## config.mk

```make
export PLATFORM = sky130hd
export DESIGN_NAME = hall_commutator
export DESIGN_NICKNAME = d
export VERILOG_FILES = /design/src/rtl/hall_cmt_pkg.sv /design/src/rtl/hall_cmt_decode.sv /design/src/rtl/hall_cmt_deadtime.sv /design/src/rtl/hall_cmt_chop.sv /design/src/rtl/hall_commutator.sv
export SDC_FILE = /design/constraint.sdc
export NUM_CORES = 1
export LEC_CHECK = 0
export ABC_CLOCK_PERIOD_IN_PS = 1300
export CAP_MARGIN = 40
export CELL_PAD_IN_SITES_DETAIL_PLACEMENT = 0
export CELL_PAD_IN_SITES_GLOBAL_PLACEMENT = 1
export CORE_UTILIZATION = 30
export DETAILED_ROUTE_END_ITERATION = 10
export GPL_TIMING_DRIVEN = 0
export PLACE_DENSITY = 0.78
export SLEW_MARGIN = 20
export SYNTH_ARGS = -nofsm -noshare
export SYNTH_HDL_FRONTEND = slang
export SYNTH_SLANG_ARGS = --single-unit
```

## constraint.sdc

```tcl
create_clock -name clk -period 1.3 [get_ports clk]
set_input_delay 0.13 -clock clk [delete_from_list [all_inputs] [get_ports clk]]
set_output_delay 0.13 -clock clk [all_outputs]
set_load 0.05 [all_outputs]
```

## src/rtl/hall_cmt_pkg.sv

```systemverilog
// Package: shared types for the Hall commutation decoder.
// Assumes a three-phase bridge; bit k of every phase vector is phase k+1.
package hall_cmt_pkg;
    localparam int NPH = 3;
    typedef logic [NPH-1:0] ph_vec_t;

    // Drive pair selected by one effective Hall code
    typedef struct packed {
        logic    ok;    // code is one of the six valid positions
        ph_vec_t src;   // one-hot upper switch
        ph_vec_t snk;   // one-hot lower switch
    } drv_pair_t;
endpackage

```

## src/rtl/hall_cmt_decode.sv

```systemverilog
// Module: maps an effective (direction-normalised) Hall code to a drive pair.
// Assumes the code is already complemented for reverse rotation.
module hall_cmt_decode
    import hall_cmt_pkg::*;
(
    input  logic [2:0] code,
    output drv_pair_t  pair
);
    // Purpose: six valid positions to source/sink pairs, rest invalid
    always_comb begin
        pair = '{ok: 1'b0, src: '0, snk: '0};
        unique case (code)
            3'b101: pair = '{ok: 1'b1, src: 3'b010, snk: 3'b001};
            3'b100: pair = '{ok: 1'b1, src: 3'b100, snk: 3'b001};
            3'b110: pair = '{ok: 1'b1, src: 3'b100, snk: 3'b010};
            3'b010: pair = '{ok: 1'b1, src: 3'b001, snk: 3'b010};
            3'b011: pair = '{ok: 1'b1, src: 3'b001, snk: 3'b100};
            3'b001: pair = '{ok: 1'b1, src: 3'b010, snk: 3'b100};
            default: pair = '{ok: 1'b0, src: '0, snk: '0};
        endcase
    end
endmodule

```

## src/rtl/hall_cmt_deadtime.sv

```systemverilog
// Module: detects a change of the effective code and holds a gap flag
// for the change cycle plus dead_len further cycles.
// Assumes code is synchronous to clk.
module hall_cmt_deadtime #(
    parameter int DT_W = 4
) (
    input  logic            clk,
    input  logic            rst_n,
    input  logic [2:0]      code,
    input  logic [DT_W-1:0] dead_len,
    output logic            gap
);
    logic [2:0]      prev_code;
    logic [DT_W-1:0] remain;
    logic            changed;

    assign changed = (code != prev_code);
    assign gap     = changed || (remain != '0);

    // Purpose: remember last code and count down the dead-time window
    always_ff @(posedge clk) begin
        if (!rst_n) begin
            prev_code <= 3'b000;
            remain    <= '0;
        end else begin
            prev_code <= code;
            if (changed)
                remain <= dead_len;
            else if (remain != '0)
                remain <= remain - 1'b1;
        end
    end
endmodule

```

## src/rtl/hall_cmt_chop.sv

```systemverilog
// Module: peak-current latch. A limit flag blocks the lower switch until
// the next PWM period start that arrives without the flag.
// Assumes pwm_start is a one-cycle pulse per PWM period.
module hall_cmt_chop (
    input  logic clk,
    input  logic rst_n,
    input  logic ilim,
    input  logic pwm_start,
    output logic block
);
    logic held;

    assign block = ilim || (held && !pwm_start);

    // Purpose: set on limit flag, clear at a period start
    always_ff @(posedge clk) begin
        if (!rst_n)
            held <= 1'b0;
        else if (ilim)
            held <= 1'b1;
        else if (pwm_start)
            held <= 1'b0;
    end
endmodule

```

## src/rtl/hall_commutator.sv

```systemverilog
// Module: top of the Hall commutation decoder. Normalises the Hall code for
// direction, decodes the drive pair, applies dead time, stop, fault,
// current limit and PWM chopping (lower side only), and registers the enables.
// Assumes all inputs are synchronous to clk.
module hall_commutator
    import hall_cmt_pkg::*;
#(
    parameter int DT_W = 4
) (
    input  logic            clk,
    input  logic            rst_n,
    input  logic [2:0]      hall,
    input  logic            dir,
    input  logic            run,
    input  logic            fault,
    input  logic            ilim,
    input  logic            pwm_on,
    input  logic            pwm_start,
    input  logic [DT_W-1:0] dead_len,
    output logic [NPH-1:0]  hi_en,
    output logic [NPH-1:0]  lo_en
);
    logic [2:0] eff_code;
    drv_pair_t  pair;
    logic       gap;
    logic       block;
    logic       hi_ok;
    logic       lo_ok;
    ph_vec_t    hi_nxt;
    ph_vec_t    lo_nxt;

    assign eff_code = hall ^ {3{dir}};

    hall_cmt_decode u_dec (
        .code (eff_code),
        .pair (pair)
    );

    hall_cmt_deadtime #(.DT_W(DT_W)) u_dt (
        .clk      (clk),
        .rst_n    (rst_n),
        .code     (eff_code),
        .dead_len (dead_len),
        .gap      (gap)
    );

    hall_cmt_chop u_chop (
        .clk       (clk),
        .rst_n     (rst_n),
        .ilim      (ilim),
        .pwm_start (pwm_start),
        .block     (block)
    );

    // Purpose: qualify upper and lower enables
    always_comb begin
        hi_ok  = pair.ok && run && !gap;
        lo_ok  = hi_ok && !fault && pwm_on && !block;
        hi_nxt = pair.src & {NPH{hi_ok}};
        lo_nxt = pair.snk & {NPH{lo_ok}};
    end

    for (genvar g = 0; g < NPH; g++) begin : g_phase
        // Purpose: register the two gate enables of one phase
        always_ff @(posedge clk) begin
            if (!rst_n) begin
                hi_en[g] <= 1'b0;
                lo_en[g] <= 1'b0;
            end else begin
                hi_en[g] <= hi_nxt[g];
                lo_en[g] <= lo_nxt[g];
            end
        end
    end
endmodule

```

==> summary.md <==
| Metric | Value |
|---|---|
| Status | `finished, violations left` |
| Failing checks | `setup timing` |
| Antenna violations before repair | `0` |
| Largest stage delay on the critical path | `0.34 ns` |
| Area of combinational cells with multiple inputs | `485.5 um^2` |
| Fin. Hold Viols | `0` |
| Setup slack at placement | `-0.5502 ns` |
| Area taken by flip-flops and latches | `282.8 um^2` |
| Root buf cell | `sky130_fd_sc_hd__clkbuf_4` |
| Wire length of the first global-routing pass | `2.415 mm` |
| HPWL after detailed placement | `between 1 and 1.5 mm` |
| Type of the worst min-delay path | `in -> reg` |
| Maximum number of pins on one net before global-route repair | `11` |
| Rows | `17` |
| Post-synthesis average cell area | `about 9.0 um^2` |
| Number of nets produced by synthesis | `98` |
| Number of input and output port buffers inserted | `20` |
| Critical Path Sink Type | `register` |
| Final wirelength | `1.583 mm` |
| Filler Cells Inserted | `230` |
| Number of instances in the synthesized netlist | `81` |
| Wire per inst | `approximately 11 um` |
| I/O pin cnt | `21` |
| Cell types occupying the most area after synthesis | `sky130_fd_sc_hd__dfxtp_1, sky130_fd_sc_hd__mux2i_1, sky130_fd_sc_hd__xor2_1` |
| Starting utilization of the core area | `0.3224` |
| Overall global routing resource usage | `0.1253` |
| Register bit count reported by yosys | `14` |
| Number of levels in the clock H-tree | `1` |
| List of cells traversed by the critical path | `inv_2 > ha_4 > nor3b_4 > and3_4 > o2111ai_2 > a21oi_1` |
| Dominant cell type by area after synthesis | `sky130_fd_sc_hd__dfxtp_1` |
| Min Clock Period, post-route | `about 1.4 ns` |
| Antenna cells | `0` |
| Share of the yosys chip area belonging to registers | `0.3855` |
| Longest Clk Path Bufs | `2` |
| DRC errors left | `0` |
| Vias | `roughly 650` |
| Share of the clock period used by the worst path after layout | `1.079` |
| Pwr/cell area | `964.7 nW/um^2` |
| Hold Slack | `approximately 0.40 ns` |
| Data required time of the worst path | `about 1.5 ns` |
| Non-filler cells in the finished layout | `between 100 and 150` |
| Iter 0 DRT Violations | `6` |
| Quantity of hold-fixing buffers added after cts | `0` |
| Area fraction of the dominant cell type after synthesis | `0.3855` |
| Aggregate global routing overflow | `0` |
| Number of CTS-inserted buffers | `3` |
| Growth of design area from synthesis to finish | `52.32%` |
| TritonCTS clock tree | `built` |
| Remaining max-slew budget at the tightest pin | `0.6684` |
| Die area | `around 2600 um^2` |
| Post-route setup slack | `-0.1031 ns` |
| Post-route ant nets | `0` |
| Actual transition at the worst max-transition pin | `0.4994 ns` |
| Worst setup SP type | `register` |
| Cell family with most CP delay | `simple AND/OR/NAND/NOR gates` |
| LEAKAGE | `0.0004772 uW` |
| Distinct cell type count of the synthesized netlist | `25` |
| Dpl cells | `129` |
| Max Clock Freq | `between 700 and 800 MHz` |
| Via density | `between 4 and 5` |
| Number of max-cap violations | `0` |
| Setup repair after global routing missed its margin | `yes` |
| Clock transition at the register clock pins on the worst setup and hold paths after CTS | `approximately 0.090 ns` |
| Class of the most critical setup path | `reg -> reg` |
| Number of buffer and inverter instances along the worst setup path | `1` |
| Net total in the final layout | `about 130` |
| Number of warnings reported in the yosys synthesis log | `0` |
| Worst-case clock skew | `~0.0060 ns` |
| Final slew viol count | `0` |
| Global placer's final weighted congestion | `approximately 0.74` |
| Via count of the first global-routing pass | `approximately 600` |
| Finish-stage setup viols | `7` |
| Summed area of non-filler cells in the final layout | `~1100 um^2` |
| Die Ht | `between 50 and 60 um` |
| Worst vdd ir | `about 0.00050 V` |
| Instance area at placement | `987.2 um^2` |
| Post-Synthesis Cell Area | `726.9 um^2` |
| Drt pass-1 iters | `4` |
| Share of cells above drive strength 1 | `0.2613` |
| Slowest stage cell on the critical path | `sky130_fd_sc_hd__dfxtp_2` |
| Core outline area | `between 2000 and 2500 um^2` |
| Highest net fanout along the worst path | `3` |
| Signal arrival time at the worst endpoint | `1.61 ns` |
| Horizontal die dimension | `51.23 um` |
| Worst skew pair latency | `between 0.2 and 0.3 ns` |
| Sink Count | `14` |
==> where the power goes <==
group	switching [uW]	internal [uW]	total (uW)
Clock	144	170	315
Combinational	124	159	283
Sequential	18.5	452	471
Total	287	782	1070
==> worst reg2reg max path: stages, from the launching register on <==
cell and delay, ns:
sky130_fd_sc_hd__dfxtp_2 0.34, sky130_fd_sc_hd__inv_2 0.08, sky130_fd_sc_hd__ha_4 0.13, sky130_fd_sc_hd__nor3b_4 0.23
sky130_fd_sc_hd__and3_4 0.24, sky130_fd_sc_hd__o2111ai_2 0.16, sky130_fd_sc_hd__a21oi_1 0.16
==> synthesized netlist by cell type <==
| cell type | number |
|---|---|
| sky130_fd_sc_hd__and2_1 | 2 |
| sky130_fd_sc_hd__and4_1 | 1 |
| sky130_fd_sc_hd__ha_1 | 2 |
| sky130_fd_sc_hd__inv_1 | 2 |
| sky130_fd_sc_hd__nand2_1 | 7 |
| sky130_fd_sc_hd__nor4_2 | 1 |
| sky130_fd_sc_hd__nor4b_1 | 1 |
| sky130_fd_sc_hd__mux2i_1 | 7 |
| sky130_fd_sc_hd__nor3_1 | 2 |
| sky130_fd_sc_hd__nor3b_2 | 1 |
| sky130_fd_sc_hd__dfxtp_1 | 14 |
| sky130_fd_sc_hd__o21ai_0 | 2 |
| sky130_fd_sc_hd__and2b_1 | 1 |
| sky130_fd_sc_hd__and3_1 | 2 |
| sky130_fd_sc_hd__nor2b_1 | 2 |
| sky130_fd_sc_hd__nor2_1 | 11 |
| sky130_fd_sc_hd__a21oi_1 | 4 |
| sky130_fd_sc_hd__xor2_1 | 5 |
| sky130_fd_sc_hd__or3b_2 | 2 |
| sky130_fd_sc_hd__o311a_1 | 1 |
| sky130_fd_sc_hd__o2111ai_2 | 1 |
| sky130_fd_sc_hd__nand3b_1 | 2 |
| sky130_fd_sc_hd__clkbuf_1 | 4 |
| sky130_fd_sc_hd__o21a_1 | 2 |
| sky130_fd_sc_hd__xnor2_1 | 2 |
==> stage by stage <==
| step | util | setup TNS [ns] | power [uW] |
|---|---|---|---|
| finish | 0.4911 | -0.5488 | 1068 |
| floorplan | - | 0 | 635.8 |
| CTS | 0.4734 | -0.3201 | 1054 |
| global placement | 0.4378 | -5.160 | 705.7 |
| global route | 0.4911 | -1.184 | 1137 |
| detailed placement | 0.4378 | -5.176 | 711.7 |
==> cells in the final DEF, fill, tap and decap left out, drive strengths merged <==
master	count
dfxtp	14
clkdlybuf4s50	13
nor2	11
nand2	7
mux2i	7
buf	7
clkbuf	7
dlygate4sd2	6
xor2	5
a21oi	4
inv	2
nor3	2
nor2b	2
nand3b	2
or3b	2
o21a	2
xnor2	2
and2	2
and3	2
o21ai	2
ha	2
and4	1
nor4	1
nor3b	1
nor4b	1
o2111ai	1
and2b	1
o311a	1
clkdlybuf4s15	1
==> metal layers <==
metal | wire length (um) | vias to the layer above | part of all wire | GRT usage
li1 | - | 332 | - | -
met1 | 679 | 299 | 0.43 | 0.1313
met2 | 825 | 12 | 0.52 | 0.2303
met3 | 65 | 2 | 0.041 | 0.03571
met4 | 12 | 0 | 0.0076 | 0.05405
met5 | 0 | - | 0 | 0
==> cell type report <==
type | count | area share
multi-input combinational | 61 | 0.4384
sequential | 14 | 0.2554
timing repair buffer | 26 | 0.2181
clock buffer | 4 | 0.03277
tap | 28 | 0.03164
buffer | 4 | 0.01695
inverter | 2 | 0.006780
==> state kept, by name (all words and copies together) (netlist names) <==
signal and flops:
u_dt.remain 4, hi_en 3, lo_en 3, u_dt.prev_code 3, u_chop.held 1
==> cell families after synthesis <==
logic type,after synthesis,synth area share
simple gates,35,0.2719
flops,14,0.3855
compound gates,10,0.09638
xor+xnor,7,0.08434
mux,7,0.09639
buf+inv,6,0.03098
fa+ha+maj,2,0.03442
==> path summary, 6_finish.rpt <==
kind,to,cells past startpoint,slack (ns),start
worst max-delay path,lo_en[1]$_SDFF_PN0_,6,-0.10,u_dt.remain[1]$_SDFFE_PN0P_
worst min-delay path,u_dt.remain[0]$_SDFFE_PN0P_,3,0.40,dead_len[0]
worst max register to register,lo_en[1]$_SDFF_PN0_,6,-0.10,u_dt.remain[1]$_SDFFE_PN0P_
worst min register to register,u_dt.remain[0]$_SDFFE_PN0P_,3,0.58,u_dt.remain[0]$_SDFFE_PN0P_
==> what timing repair did <==
item                       CTS  global route
pin swaps                    4             1
setup endpoints to repair   16            11
cloned                       0             0
gates resized for setup     17             8
setup buffers                3             3
No activity file was read; power rests on OpenSTA's default activity.
